[config.mk]
export PLATFORM = sky130hd
export DESIGN_NAME = bufirq_ctrl
export DESIGN_NICKNAME = d
export VERILOG_FILES = /design/src/rtl/bufirq_pkg.sv /design/src/rtl/bufirq_lane_expand.sv /design/src/rtl/bufirq_mask_reg.sv /design/src/rtl/bufirq_flag_reg.sv /design/src/rtl/bufirq_irq_combine.sv /design/src/rtl/bufirq_ctrl.sv
export SDC_FILE = /design/constraint.sdc
export NUM_CORES = 1
export LEC_CHECK = 0
export BUFFER_PORTS_ARGS = -buffer_cell sky130_fd_sc_hd__buf_2
export CAP_MARGIN = 0
export CELL_PAD_IN_SITES_DETAIL_PLACEMENT = 1
export CELL_PAD_IN_SITES_GLOBAL_PLACEMENT = 1
export CORE_ASPECT_RATIO = 0.7
export CORE_MARGIN = 3
export CORE_UTILIZATION = 36
export CTS_BUF_LIST = sky130_fd_sc_hd__clkbuf_4
export CTS_CLUSTER_SIZE = 10
export DETAILED_ROUTE_END_ITERATION = 8
export PLACE_DENSITY_LB_ADDON = 0.1
export REMOVE_ABC_BUFFERS = 1
export SLEW_MARGIN = 20
export SYNTH_ARGS = -nofsm -noshare
export SYNTH_HDL_FRONTEND = slang
export SYNTH_HIERARCHICAL = 1
export SYNTH_SLANG_ARGS = --single-unit
[constraint.sdc]
create_clock -name clk -period 1.5 [get_ports clk]
set_input_delay 0.3 -clock clk [delete_from_list [all_inputs] [get_ports clk]]
set_output_delay 0.3 -clock clk [all_outputs]
set_load 0.005 [all_outputs]
[src/rtl/bufirq_pkg.sv]
package bufirq_pkg;
   typedef enum logic {
      SEL_MASK = 1'b0,
      SEL_FLAG = 1'b1
   } reg_sel_e;
endpackage

[src/rtl/bufirq_lane_expand.sv]
// Expands per-lane byte enables into a per-bit write enable.
module bufirq_lane_expand #(
   parameter int NUM_BUF = 16,
   parameter int LANE_W  = 8,
   localparam int NUM_LANES = NUM_BUF / LANE_W
) (
   input  logic                 wr_i,
   input  logic [NUM_LANES-1:0] be_i,
   output logic [NUM_BUF-1:0]   wen_o
);
   for (genvar b = 0; b < NUM_BUF; b++) begin : g_bit
      assign wen_o[b] = wr_i & be_i[b / LANE_W];
   end
endmodule

[src/rtl/bufirq_mask_reg.sv]
module bufirq_mask_reg #(
   parameter int NUM_BUF = 16
) (
   input  logic               clk,
   input  logic               rst,
   input  logic [NUM_BUF-1:0] wen_i,
   input  logic [NUM_BUF-1:0] wdata_i,
   output logic [NUM_BUF-1:0] mask_o
);
   logic [NUM_BUF-1:0] mask_q;

   always_ff @(posedge clk) begin
      if (rst) mask_q <= '0;
      else     mask_q <= (mask_q & ~wen_i) | (wdata_i & wen_i);
   end

   assign mask_o = mask_q;

   // reset clears the enable register
   a_r1_mask_reset: assert property (@(posedge clk) rst |=> (mask_q == '0));
   // bits with no write enable hold their value
   a_r4_mask_lane_hold: assert property (@(posedge clk) disable iff (rst)
      1'b1 |=> (((mask_q ^ $past(mask_q)) & ~$past(wen_i)) == '0));
endmodule

[src/rtl/bufirq_flag_reg.sv]
module bufirq_flag_reg #(
   parameter int NUM_BUF = 16
) (
   input  logic               clk,
   input  logic               rst,
   input  logic [NUM_BUF-1:0] evt_i,
   input  logic [NUM_BUF-1:0] wen_i,
   input  logic               sel_flag_i,
   input  logic [NUM_BUF-1:0] wdata_i,
   output logic [NUM_BUF-1:0] flag_o
);
   logic [NUM_BUF-1:0] flag_q;
   logic [NUM_BUF-1:0] clr;

   // write-one-to-clear, limited to enabled lanes of a pending-register write
   assign clr = sel_flag_i ? (wdata_i & wen_i) : '0;

   // an event in the same cycle overrides a clear
   always_ff @(posedge clk) begin
      if (rst) flag_q <= '0;
      else     flag_q <= (flag_q & ~clr) | evt_i;
   end

   assign flag_o = flag_q;

   a_r1_flag_reset: assert property (@(posedge clk) rst |=> (flag_q == '0));
   // every event leaves its bit set
   a_r2_event_sets: assert property (@(posedge clk) disable iff (rst)
      (|evt_i) |=> ((flag_q & $past(evt_i)) == $past(evt_i)));
   // a bit rises only after an event
   a_r2_no_spurious_set: assert property (@(posedge clk) disable iff (rst)
      1'b1 |=> ((flag_q & ~$past(flag_q) & ~$past(evt_i)) == '0));
   // a bit falls only after a write-one to the pending register
   a_r3_clear_only_w1c: assert property (@(posedge clk) disable iff (rst)
      1'b1 |=> (($past(flag_q) & ~flag_q &
                 ~({NUM_BUF{$past(sel_flag_i)}} & $past(wdata_i) & $past(wen_i))) == '0));
endmodule

[src/rtl/bufirq_irq_combine.sv]
module bufirq_irq_combine #(
   parameter int NUM_BUF = 16,
   parameter bit REG_REQ = 1'b1
) (
   input  logic               clk,
   input  logic               rst,
   input  logic [NUM_BUF-1:0] flag_i,
   input  logic [NUM_BUF-1:0] mask_i,
   output logic [NUM_BUF-1:0] vec_o,
   output logic               req_o
);
   assign vec_o = flag_i & mask_i;

   if (REG_REQ) begin : g_reg_req
      logic req_q;
      always_ff @(posedge clk) begin
         if (rst) req_q <= 1'b0;
         else     req_q <= |vec_o;
      end
      assign req_o = req_q;
      // the request rises only after a non-zero vector
      a_r9_req_follows_vec: assert property (@(posedge clk) disable iff (rst)
         $rose(req_q) |-> $past(|vec_o));
   end else begin : g_comb_req
      assign req_o = |vec_o;
   end

   // no interrupt without its enable bit
   a_r6_mask_gates: assert property (@(posedge clk) disable iff (rst)
      ((vec_o & ~mask_i) == '0));
endmodule

[src/rtl/bufirq_ctrl.sv]
module bufirq_ctrl
   import bufirq_pkg::*;
#(
   parameter int NUM_BUF = 16,
   parameter int LANE_W  = 8,
   parameter bit REG_REQ = 1'b1,
   localparam int NUM_LANES = NUM_BUF / LANE_W
) (
   input  logic                 clk,
   input  logic                 rst,
   input  logic [NUM_BUF-1:0]   evt_i,
   input  logic                 host_sel_i,
   input  logic                 host_wr_i,
   input  logic                 host_rd_i,
   input  logic [NUM_LANES-1:0] host_be_i,
   input  logic [NUM_BUF-1:0]   host_wdata_i,
   output logic [NUM_BUF-1:0]   host_rdata_o,
   output logic [NUM_BUF-1:0]   irq_vec_o,
   output logic                 irq_o
);
   if (NUM_BUF < 1 || LANE_W < 1 || (NUM_BUF % LANE_W) != 0) begin : g_bad_cfg
      $error("bufirq_ctrl: NUM_BUF must be a positive multiple of LANE_W");
   end

   reg_sel_e           sel;
   logic [NUM_BUF-1:0] wen_mask, wen_flag;
   logic [NUM_BUF-1:0] mask_q, flag_q;
   logic [NUM_BUF-1:0] rdata_q;

   assign sel = reg_sel_e'(host_sel_i);

   bufirq_lane_expand #(.NUM_BUF(NUM_BUF), .LANE_W(LANE_W)) u_wen_mask (
      .wr_i (host_wr_i && sel == SEL_MASK),
      .be_i (host_be_i),
      .wen_o(wen_mask)
   );

   bufirq_lane_expand #(.NUM_BUF(NUM_BUF), .LANE_W(LANE_W)) u_wen_flag (
      .wr_i (host_wr_i && sel == SEL_FLAG),
      .be_i (host_be_i),
      .wen_o(wen_flag)
   );

   bufirq_mask_reg #(.NUM_BUF(NUM_BUF)) u_mask (
      .clk    (clk),
      .rst    (rst),
      .wen_i  (wen_mask),
      .wdata_i(host_wdata_i),
      .mask_o (mask_q)
   );

   bufirq_flag_reg #(.NUM_BUF(NUM_BUF)) u_flag (
      .clk       (clk),
      .rst       (rst),
      .evt_i     (evt_i),
      .wen_i     (wen_flag),
      .sel_flag_i(sel == SEL_FLAG),
      .wdata_i   (host_wdata_i),
      .flag_o    (flag_q)
   );

   bufirq_irq_combine #(.NUM_BUF(NUM_BUF), .REG_REQ(REG_REQ)) u_irq (
      .clk   (clk),
      .rst   (rst),
      .flag_i(flag_q),
      .mask_i(mask_q),
      .vec_o (irq_vec_o),
      .req_o (irq_o)
   );

   // registered read port, no side effects
   always_ff @(posedge clk) begin
      if (rst)            rdata_q <= '0;
      else if (host_rd_i) rdata_q <= (sel == SEL_FLAG) ? flag_q : mask_q;
   end

   assign host_rdata_o = rdata_q;

   // read data holds when no read is strobed
   a_r10_rdata_hold: assert property (@(posedge clk) disable iff (rst)
      !host_rd_i |=> $stable(host_rdata_o));
   // the enable register changes only on an enable write
   a_r5_mask_write_only: assert property (@(posedge clk) disable iff (rst)
      !(host_wr_i && sel == SEL_MASK) |=> $stable(mask_q));
endmodule

Word-level counts from Yosys, hierarchy flattened
Cells that the tools add are included.
{"block": "word_totals", "ff_bits": 49, "inputBits": 39, "out_inout_bits": 33, "wordCells": 23}
{"block": "classes", "muxes": 2, "n_bitwise": 14, "n_reduce_logical": 3}
{"op": "16-bit AND", "n": 5}
{"op": "16-bit two-way mux", "n": 2}
{"op": "16-bit inverter", "n": 2}
{"op": "16-bit OR", "n": 2}
{"op": "16-bit OR reduction", "n": 1}
{"op": "1-bit AND", "n": 4}
{"op": "1-bit logical AND", "n": 2}
{"op": "1-bit inverter", "n": 1}

Longest topological paths before layout
{"block": "logic_depth", "word_depth": 7, "depth_mapped": 7, "depth_no_buf": 4}

By module
Netlist, hierarchy kept.
{"mod": "bufirq_ctrl", "n_inst": 1, "cells_per_inst": 73, "area_per_inst_um2": 730.7, "seq_area_each_um2": 320.3}
{"mod": "bufirq_flag_reg", "n_inst": 1, "cells_per_inst": 67, "area_per_inst_um2": 705.7, "seq_area_each_um2": 320.3}
{"mod": "bufirq_mask_reg", "n_inst": 1, "cells_per_inst": 50, "area_per_inst_um2": 606.8, "seq_area_each_um2": 320.3}
{"mod": "bufirq_lane_expand", "n_inst": 2, "cells_per_inst": 16, "area_per_inst_um2": 117.6, "seq_area_each_um2": 0.0}
{"mod": "bufirq_irq_combine", "n_inst": 1, "cells_per_inst": 22, "area_per_inst_um2": 168.9, "seq_area_each_um2": 20.0}

Worst setup path before layout
No wires, ideal clock.
{"block": "synth_timing", "kind": "in2reg", "from": "input host_sel_i", "to": "register with a tool-made name", "arrival_time_ps": 1446, "t_required_ps": 1381, "slack_ps": -65, "cell_stages": 7, "path_cell_list": "buf_6 buf_12 and2b_2 and2_1 buf_4 mux2i_1 nor2_4"}
{"element": "from (decl)", "line_no": "bufirq_ctrl.sv:12", "rtl": "input logic host_sel_i,"}

==> out/metrics.yaml <==
status:
  outcome: "finished, final reports clean"
setup_path:
  cp.required_ns: 1.20
  worstSetupEndpointType: "output port"
  slowest_delay_ns: 0.38
  cp_top_family: "flip-flops"
  crit_path_cell_trace: "and2_1, buf_2"
  critPathBufInv: 1
  critPathKind: "flop to output port"
  crit_fanout: 3
  critPathLaunchType: "flop"
  cp.arrival_ns: 1.04
  cp_slowest_cell: "dfxtp_1"
yosys:
  ys_async_sr_fraction_pct: 0
  synth-seq-area-share_pct: 40.08
  syn_avg_cell_area_um2: 10.03
  synth.largest_area_cell: "dfxtp_1"
  synth_edf_count: 0
  synth_area_leaders: "dfxtp_1, mux2i_1, buf_4"
  ys_ff_latch: 49
  synth_top_cell_area_share_pct: 40.08
  syn_area_um2: 2447
  yosys_warnings: 6
  netlist_instances: 244
  ys.flop_type: "dfxtp_1"
  ys_types: 21
sta:
  timing.final.ws_setup_ns: 0.1610
  min_period_ns: 1.339
  setup_viol: 0
  hold_viol_final: 0
  rsz0062_at_grt: "false"
  slew_headroom_pct: 74.17
  hold_ws_ns: 0.1799
  finalCritPeriodShare_pct: 89.27
  worst_pin_slew_ns: 0.3874
  clock_skew_ns: 0.01135
  max_freq_mhz: 746.8
  setup_tns_ns: 0
  slew_viol_final: 0
grt:
  grt_max_degree: 50
  grt_antenna_before_repair: 0
  overflow: 0
  grt_pass1_vias: 1811
  grt_pass1_wl_um: 9183
  grt_usage_pct: 14.68
clocking:
  cts_hold_buf: 0
  cts_root_buf: "clkbuf_4"
  cts_tree: "built"
  numCtsBuffers: 5
  cts_buffer_depth: 2
  post_cts_buffers: 0
  cts.clk_slew.worst_paths_ns: 0.15
  cts_max_level: 2
  insertion_delay_ns: 0.36
  cts.repair.resized: 0
  cts.sinks: 49
floorplan:
  initial_core_util_pct: 38.26
  die_w_um: 104.5
  die_area_um2: 7839
  fp.dieH_um: 74.99
  coreArea_um2: 6396
  io_pins: 72
  rows: 24
route:
  drt_pass1_iterations: 4
  ant_nets: 0
  drcViolationCount: 0
  drtIter0Drc: 41
  wl_per_cell_um: 14.80
  vias: 1783
  avgViaCountPerCell: 4.680
  wl_um: 5639
power:
  power_density_nw_per_um2: 874.8
  sequentialPowerShare_pct: 59.3
  switching_power_mw: 0.6512
  power_leakage_nw: 1.256
  p_sw_share_pct: 27.05
  ir_drop_v: 0.0003095
  internal-power_mw: 1.756
  comb_power_share_pct: 15.0
  p_clk_share_pct: 25.7
placed_design:
  gp_congestion: 0.7096
  io_buffers: 71
  dp_hpwl_um: 4112
  pre_cts_slack_ns: 0.1154
flow_run:
  cap_viol_max_count: 0
finish:
  nNetsFinal: 328
  area_growth_pct: 12.42
  drive_gt1_share_pct: 41.38
  final_cell_mix: "buf_2, dfxtp_1, nor2_1"
  final_common_cell: "buf_2"
  n_antenna_cell: 0
worst_hold_path:
  hold_path_class: "primary input to flop"
-- cell usage after synthesis (4+ instances only) --
master    instances
dfxtp_1          49
nor2_1           38
mux2i_1          32
buf_4            28
a211oi_1         16
and2_1           14
and4b_1          10
nor3_2           10
nor2_2            8
and2_4            6
and4b_2           6
nor3_1            6
buf_2             4
buf_6             4
nor4_1            4
-- worst reg2reg max path, stage by stage, from the launching register on --
cell	delay, ns
dfxtp_1	0.36
and2_1	0.18
nor4_1	0.36
a41oi_1	0.16
-- layer usage --
layer / global-route usage [%] / part of all wire [%] / up-vias
li1: - / - / 912
met1: 21.91 / 55 / 824
met4: 3.540 / 0.59 / 0
met3: 3.685 / 4.8 / 2
met2: 21.17 / 40 / 45
met5: 0 / 0 / -
-- cell type report --
cell class,instances,area [um^2]
Multi-Input combinational cell,155,1144
Sequential cell,49,980.9
Timing Repair Buffer,78,457.9
Fill cell,781,3645
Clock buffer,6,45.04
Tap cell,91,113.9
Clock inverter,2,10.01
-- per-stage QoR --
stage	area [um^2]	util, %	instances	total power [mW]
after global routing	2751	43.02	381	2.548
after detailed placement	2696	42.16	373	1.821
after global placement	2696	42.16	373	1.817
after floorplan	2125	-	204	1.603
final	2751	43.02	381	2.407
after CTS	2751	43.02	381	2.444
-- worst paths after layout --
path | startpoint | endpoint | slack (ns) | cells past startpoint
max | flop | irq_vec_o[5] | 0.16 | 2
min | evt_i[3] | u_flag/flag_o[3]$_SDFF_PP0_ | 0.18 | 3
max reg2reg | u_flag/flag_o[3]$_SDFF_PP0_ | u_irq/req_o$_SDFF_PP0_ | 0.32 | 3
min reg2reg | host_rdata_o[7]$_SDFFE_PP0P_ | host_rdata_o[7]$_SDFFE_PP0P_ | 0.49 | 2
-- cells by family after synthesis --
family                 Yosys count  synth area share [%]
flip-flops                      49                 40.08
AND/OR/NAND/NOR                106                 28.37
multiplexers                    32                 13.09
buffers and inverters           40                 13.19
AO/OA/AOI/OAI                   17                 5.266
-- power by group through the flow --
| stage | combinational [mW] | sequential [mW] | clock [mW] |
|---|---|---|---|
| 3_3_place_gp | 0.363 | 1.45 | 0 |
| 4_1_cts | 0.367 | 1.43 | 0.650 |
| 6_report | 0.362 | 1.43 | 0.619 |
| 5_1_grt | 0.403 | 1.44 | 0.705 |
| 3_5_place_dp | 0.365 | 1.46 | 0 |
| 2_1_floorplan | 0.154 | 1.45 | 0 |
Note: power is estimated with default switching activity, not from simulation.
